$ cat config.mk
export PLATFORM = sky130hd
export DESIGN_NAME = alarm_irq_ctrl
export DESIGN_NICKNAME = d
export VERILOG_FILES = /design/src/rtl/aic_pkg.sv /design/src/rtl/aic_sync.sv /design/src/rtl/aic_bank.sv /design/src/rtl/aic_irq.sv /design/src/rtl/alarm_irq_ctrl.sv
export SDC_FILE = /design/constraint.sdc
export NUM_CORES = 1
export LEC_CHECK = 0
export ABC_AREA = 1
export BUFFER_PORTS_ARGS = -buffer_cell sky130_fd_sc_hd__buf_4
export CORE_MARGIN = 10
export CORE_UTILIZATION = 45
export CTS_CLUSTER_DIAMETER = 80
export CTS_CLUSTER_SIZE = 24
export DETAILED_ROUTE_END_ITERATION = 16
export GPL_TIMING_DRIVEN = 0
export PLACE_DENSITY = 0.75
export SETUP_SLACK_MARGIN = 0.3
export SYNTH_ARGS = -nofsm -noshare
export SYNTH_HDL_FRONTEND = slang
export SYNTH_SLANG_ARGS = --single-unit
$ cat constraint.sdc
create_clock -name clk -period 2.92 [get_ports clk]
set_input_delay 0.438 -clock clk [delete_from_list [all_inputs] [get_ports clk]]
set_output_delay 0.438 -clock clk [all_outputs]
set_load 0.02 [all_outputs]
$ cat src/rtl/aic_pkg.sv
package aic_pkg;
  // Register map offsets shared by the decoder and its users
  localparam int unsigned GBL_OFS  = 0;
  localparam int unsigned STAT_OFS = 1;
  localparam int unsigned MASK_OFS = 16;
endpackage

$ cat src/rtl/aic_sync.sv
module aic_sync #(
  parameter int W = 8
) (
  input  logic         clk,
  input  logic         rst_n,
  input  logic [W-1:0] din,
  output logic [W-1:0] lvl,
  output logic [W-1:0] rise
);
  logic [W-1:0] meta_q, sync_q, prev_q;

  always_ff @(posedge clk or negedge rst_n) begin
    if (!rst_n) begin
      meta_q <= '0;
      sync_q <= '0;
      prev_q <= '0;
    end else begin
      meta_q <= din;
      sync_q <= meta_q;
      prev_q <= sync_q;
    end
  end

  assign lvl  = sync_q;
  assign rise = sync_q & ~prev_q;
endmodule

$ cat src/rtl/aic_bank.sv
module aic_bank #(
  parameter int W = 8
) (
  input  logic         clk,
  input  logic         rst_n,
  input  logic [W-1:0] lvl,
  input  logic [W-1:0] rise,
  input  logic         rd_clr,
  input  logic         mask_we,
  input  logic [W-1:0] mask_wd,
  output logic [W-1:0] sticky,
  output logic [W-1:0] mask,
  output logic         pend
);
  // Activation always wins; a read only clears bits whose alarm is gone
  function automatic logic [W-1:0] sticky_next(input logic [W-1:0] cur,
                                               input logic [W-1:0] act,
                                               input logic [W-1:0] level,
                                               input logic         rd);
    logic [W-1:0] clr;
    clr = {W{rd}} & ~level;
    return act | (cur & ~clr);
  endfunction

  function automatic logic pend_of(input logic [W-1:0] st, input logic [W-1:0] mk);
    return |(st & ~mk);
  endfunction

  logic [W-1:0] sticky_q, mask_q;

  always_ff @(posedge clk or negedge rst_n) begin
    if (!rst_n) begin
      sticky_q <= '0;
      mask_q   <= '0;
    end else begin
      sticky_q <= sticky_next(sticky_q, rise, lvl, rd_clr);
      if (mask_we) mask_q <= mask_wd;
    end
  end

  assign sticky = sticky_q;
  assign mask   = mask_q;
  assign pend   = pend_of(sticky_q, mask_q);
endmodule

$ cat src/rtl/aic_irq.sv
module aic_irq #(
  parameter int N = 3
) (
  input  logic         clk,
  input  logic         rst_n,
  input  logic         new_evt,
  input  logic         gbl_rd,
  input  logic [N-1:0] blk_rd,
  input  logic [N-1:0] gbl,
  output logic         irq,
  output logic         armed
);
  logic         irq_q, armed_q;
  logic [N-1:0] svc_q;
  logic         done;

  // Service is complete once armed by a global read and every flagged block is read
  assign done = armed_q && (svc_q == '0);

  always_ff @(posedge clk or negedge rst_n) begin
    if (!rst_n) begin
      irq_q   <= 1'b0;
      armed_q <= 1'b0;
      svc_q   <= '0;
    end else if (new_evt) begin
      irq_q   <= 1'b1;
      armed_q <= 1'b0;
      svc_q   <= '0;
    end else if (done) begin
      irq_q   <= 1'b0;
      armed_q <= 1'b0;
      svc_q   <= '0;
    end else if (gbl_rd && irq_q) begin
      armed_q <= 1'b1;
      svc_q   <= gbl;
    end else begin
      svc_q   <= svc_q & ~blk_rd;
    end
  end

  assign irq   = irq_q;
  assign armed = armed_q;
endmodule

$ cat src/rtl/alarm_irq_ctrl.sv
module alarm_irq_ctrl
  import aic_pkg::*;
#(
  parameter int N_BLK  = 3,
  parameter int ALM_W  = 8,
  parameter int ADDR_W = 5
) (
  input  logic                   clk,
  input  logic                   rst_n,
  input  logic [N_BLK*ALM_W-1:0] alarm_i,
  input  logic                   rd_stb,
  input  logic                   wr_stb,
  input  logic [ADDR_W-1:0]      addr,
  input  logic [ALM_W-1:0]       wdata,
  output logic [ALM_W-1:0]       rdata,
  output logic                   irq_o
);
  localparam int TOT = N_BLK * ALM_W;

  function automatic logic unmasked_rise(input logic [TOT-1:0] r, input logic [TOT-1:0] m);
    return |(r & ~m);
  endfunction

  logic [TOT-1:0]   lvl_flat, rise_flat, sticky_flat, mask_flat;
  logic [N_BLK-1:0] gbl, stat_hit, mask_hit, stat_rd;
  logic             gbl_hit, gbl_rd, new_evt, armed;

  aic_sync #(.W(TOT)) u_sync (
    .clk  (clk),
    .rst_n(rst_n),
    .din  (alarm_i),
    .lvl  (lvl_flat),
    .rise (rise_flat)
  );

  assign gbl_hit = (addr == ADDR_W'(GBL_OFS));
  assign gbl_rd  = rd_stb & gbl_hit;

  for (genvar b = 0; b < N_BLK; b++) begin : g_blk
    assign stat_hit[b] = (addr == ADDR_W'(STAT_OFS + b));
    assign mask_hit[b] = (addr == ADDR_W'(MASK_OFS + b));
    assign stat_rd[b]  = rd_stb & stat_hit[b];

    aic_bank #(.W(ALM_W)) u_bank (
      .clk    (clk),
      .rst_n  (rst_n),
      .lvl    (lvl_flat[b*ALM_W +: ALM_W]),
      .rise   (rise_flat[b*ALM_W +: ALM_W]),
      .rd_clr (stat_rd[b]),
      .mask_we(wr_stb & mask_hit[b]),
      .mask_wd(wdata),
      .sticky (sticky_flat[b*ALM_W +: ALM_W]),
      .mask   (mask_flat[b*ALM_W +: ALM_W]),
      .pend   (gbl[b])
    );
  end

  assign new_evt = unmasked_rise(rise_flat, mask_flat);

  aic_irq #(.N(N_BLK)) u_irq (
    .clk    (clk),
    .rst_n  (rst_n),
    .new_evt(new_evt),
    .gbl_rd (gbl_rd),
    .blk_rd (stat_rd),
    .gbl    (gbl),
    .irq    (irq_o),
    .armed  (armed)
  );

  always_comb begin
    rdata = '0;
    if (gbl_hit) rdata = ALM_W'(gbl);
    for (int b = 0; b < N_BLK; b++) begin
      if (stat_hit[b]) rdata = rdata | sticky_flat[b*ALM_W +: ALM_W];
      if (mask_hit[b]) rdata = rdata | mask_flat[b*ALM_W +: ALM_W];
    end
  end
endmodule

==> impl_summary.txt <==
----------------------------------------------------
[Detailed routing]
  Total length of routed wires ... 10500 um
  Via/cell ratio ... 4.894
  M1 WL ... 4715 um
  Detailed-route DRC error count ... 0
  Post-route ant nets ... 0
  Amount of wire on met2 after detailed routing ... 5067 um
  Number of detailed-routing iterations run before antenna repair ... 4
  Average detailed-routed wire length per instance ... 14.40 um
  Uppermost signal routing layer after detailed routing ... met4
  Vias after detailed routing ... 3568
  Routed wl met3 ... 500 um
  Iter 0 DRT Violations ... 276

[STA]
  Unrepaired setup endpoints after global routing ... no
  Min Tclk post-route ... 2.306 ns
  Final slew viol count ... 0
  Final setup fails ... 0
  Setup TNS ... 0 ns
  Ratio of final minimum period to clock period ... 78.98%
  Count of final hold-check violations ... 0
  Maximum clock frequency ... 433.6 MHz
  Clk_skew ... 0.008713 ns
  Least-Margin Pin Slew ... 0.4568 ns
  Remaining max-slew budget at the tightest pin ... 69.55%

[Yosys]
  Yosys Warn Count ... 0
  Cell count after synthesis ... 507
  Proportion of synthesized chip area in sequential cells ... 63.97%
  Synthesized area per cell ... 9.644 um^2
  Combined area of all synthesized cells ... 4890 um^2
  Synth Register Bits ... 125
  Library cells used by synthesis ... 24
  Synthesized netlist net count ... 548

[Clock tree]
  Deepest clock path buffer count ... 2
  Clock insertion delay at the later pin of the skew report ... 0.51 ns
  Clock transition at the registers of the reported paths ... 0.06 ns
  Clock root buffer ... sky130_fd_sc_hd__clkbuf_8
  Post-CTS Repair Setup Buffers ... 0
  Clock sink count ... 125
  H-tree Lvls ... 4
  CTS Buf Count ... 17
  TritonCTS clock tree ... yes

[Global route]
  First-pass GRT wire length ... 17510 um
  Initial antenna violation count ... 0
  GRT Util Overall ... 13.72%
  Total congestion overflow ... 0
  Maximum number of pins on one net before global-route repair ... 76
  Vias in the first global route ... 3734

[Worst setup path]
  Cell breakdown of the critical path ... inv_1, nand2_1, o21ai_0, nor2_1, nand2_1, a22oi_1, nand3_1, buf_4
  Biggest cell delay along the critical path ... 0.37 ns
  Data arrival time at the worst-slack endpoint ... 1.87 ns
  Reg-to-Reg End ... u_irq.svc_q[2]
  Critical Path Source Type ... flip-flop
  RR Startpoint ... g_blk[1].u_bank.mask[5]
  Maximum fanout count along the critical path ... 3
  Cell family contributing the most delay on the critical path ... simple AND/OR/NAND/NOR gates
  Most common cell type on the critical path ... sky130_fd_sc_hd__nand2_1
  Critical setup path kind ... reg -> out
  Critical-path cell with the highest stage delay ... sky130_fd_sc_hd__dfrtp_1
  Type of element capturing the critical path ... primary output
  Worst reg2reg setup slack ... 1.49 ns
  Required time at the endpoint of the critical path ... 2.48 ns
  Total buffers and inverters traversed by the critical path ... 2
  Reg2Reg Depth ... 8
  Cell depth of the worst setup path ... 8

[Min path]
  Class of the tightest hold or removal check ... in -> reg
  Launch point of the worst hold path ... alarm_i[23]
  WHS Endpoint ... u_sync.meta_q[23]
  Number of stages on the worst hold path ... 1

[Cells and area]
  Final instance count without filler cells ... 729
  Fraction of final layout cells with drive strength greater than 1 ... 20.54%
  Diode insertion count for antenna repair ... 0
  Layout area overhead ... 24.44%
  Net count, final ... 617

[Power and ir drop]
  Combinational Power Share ... 7.9%
  Flop pwr share ... 43.8%
  Switching fraction of total power ... 23.15%
  Clock network fraction of design power ... 48.3%
  Internal ... 3402 uW
  P_sw ... 1025 uW
  Power density cells ... 727.5 nW/um^2
  Peak supply drop ... 0.0004161 V
  Leakage ... 0.003041 uW

[Floorplanning]
  Area of the placeable core ... 10750 um^2
  Num rows ... 38
  Die outline width ... 124.2 um
  Area of the die ... 15440 um^2
  Number of placed I/O pins ... 50
  Die Span Y ... 124.2 um
  Initial core utilization ... 45.51%

[Job]
  Number of max-capacitance violations reported ... 0

[Run status]
  Run status ... completed

[Placement]
  Placed cells ... 696
  Final Wtd Congestion ... 0.8859
  Final HPWL DP ... 7469 um
  Number of buffers added on ports ... 48

----------------------------------------------------
[power by group through the flow]
| stage | Combinational, uW | Clock, uW | Sequential, uW |
|---|---|---|---|
| 2_1_floorplan | 205 | 0 | 1940 |
| 3_3_place_gp | 326 | 0 | 1960 |
| 3_5_place_dp | 344 | 0 | 1970 |
| 4_1_cts | 351 | 2170 | 1940 |
| 5_1_grt | 392 | 2250 | 1950 |
| 6_report | 348 | 2140 | 1940 |
[layout make-up]
class                   count  area (um^2)
well taps                 140        175.2
repair buffers             50        401.6
multi-input cells         306         1455
clock inverters            10        135.1
fillers                   907         4661
flip-flops and latches    125         3128
inverters                  72        271.5
clock buffers              22        483.0
plain buffers               4        35.03
[metrics by stage]
stage | setup slack [ns] | hold WS (ns) | utilization [%] | power [uW] | area [um^2]
finish | 0.6138 | 0.03376 | 56.63 | 4427 | 6085
global route | 0.5081 | 0.02145 | 56.63 | 4593 | 6085
CTS | 0.6309 | 0.02012 | 56.63 | 4455 | 6085
detailed placement | 0.6661 | 0.3347 | 50.78 | 2309 | 5456
global placement | 0.7461 | 0.3325 | 50.49 | 2285 | 5425
floorplan | 1.179 | 0.1424 | - | 2146 | 4890
[kinds of logic (layout without fill, tap and decap cells)]
kind of cell / Yosys count / after routing / synth area share [%]
AOI/OAI and AO/OA: 80 / 80 / 9.519
and+or+nand+nor: 226 / 226 / 20.24
buffers and inverters: 76 / 158 / 6.269
DFF: 125 / 125 / 63.97
[cell usage after synthesis (all sizes together)]
library cell    n  area [um^2]
nor2           75        301.5
o21ai          47        295.3
clkinv          1        5.000
nand2         112        455.4
nand4           3        18.77
dfrtp         125         3128
a21oi          31        155.2
nand3          31        170.2
inv            71        266.5
buf             4        35.03
nand3b          3        22.52
a22oi           2        15.01
nor3            2        21.27
[sequential cells by signal (all words and copies together) (netlist names)]
register             count
g_blk.u_bank.mask       24
u_irq.armed              1
u_sync.lvl              24
g_blk.u_bank.sticky     24
u_sync.prev_q           24
u_sync.meta_q           24
u_irq.svc_q              3
u_irq.irq                1
[what timing repair did]
item | in CTS | in global routing
resized for setup | 0 | 0
hold endpoints to repair | 50 | 0
hold buffers | 1 | 0
[metal layers]
| metal | GRT usage (%) | vias up |
|---|---|---|
| li1 | - | 1734 |
| met1 | 16.91 | 1719 |
| met2 | 22.02 | 94 |
| met3 | 3.574 | 21 |
| met4 | 6.306 | 0 |
| met5 | 0 | - |
[layout by cell type, fill, tap and decap left out]
cell type | synthesis | layout
sky130_fd_sc_hd__dfrtp_1 | 125 | 125
sky130_fd_sc_hd__nand2_1 | 104 | 104
sky130_fd_sc_hd__nor2_1 | 71 | 71
sky130_fd_sc_hd__inv_1 | 68 | 68
sky130_fd_sc_hd__buf_4 | 1 | 48
sky130_fd_sc_hd__a21oi_1 | 31 | 31
sky130_fd_sc_hd__o21ai_0 | 30 | 30
sky130_fd_sc_hd__nand3_1 | 28 | 28
sky130_fd_sc_hd__o21ai_2 | 16 | 16
sky130_fd_sc_hd__clkbuf_16 | 0 | 16
sky130_fd_sc_hd__clkbuf_8 | 0 | 6
sky130_fd_sc_hd__nand2_2 | 5 | 5
sky130_fd_sc_hd__clkinv_2 | 1 | 5
sky130_fd_sc_hd__inv_2 | 3 | 3
sky130_fd_sc_hd__nand3_2 | 3 | 3
sky130_fd_sc_hd__nand2_4 | 3 | 3
sky130_fd_sc_hd__nand4_1 | 3 | 3
sky130_fd_sc_hd__nand3b_1 | 3 | 3
sky130_fd_sc_hd__buf_6 | 2 | 3
sky130_fd_sc_hd__bufinv_16 | 0 | 3
sky130_fd_sc_hd__nor2_2 | 2 | 2
sky130_fd_sc_hd__nor2_4 | 2 | 2
sky130_fd_sc_hd__a22oi_1 | 2 | 2
sky130_fd_sc_hd__clkinv_4 | 0 | 2
sky130_fd_sc_hd__nor3_4 | 1 | 1
sky130_fd_sc_hd__nor3_1 | 1 | 1
sky130_fd_sc_hd__buf_2 | 1 | 1
sky130_fd_sc_hd__o21ai_1 | 1 | 1
sky130_fd_sc_hd__clkinvlp_4 | 0 | 1
sky130_fd_sc_hd__dlygate4sd3_1 | 0 | 1
sky130_fd_sc_hd__buf_16 | 0 | 1
[how the worst max path moves through the flow]
| stage | endpoint | startpoint | slack, ns |
|---|---|---|---|
| after floorplan | rdata[2] | addr[2] | 1.18 |
| after global placement | rdata[4] | addr[2] | 0.75 |
| after detailed placement | rdata[5] | addr[3] | 0.67 |
| after CTS | rdata[1] | g_blk[1].u_bank.mask[6] | 0.63 |
| after global routing | rdata[1] | g_blk[1].u_bank.mask[6] | 0.51 |
| final | rdata[1] | g_blk[1].u_bank.mask[6] | 0.61 |
Power figures use the tool's default switching activity.
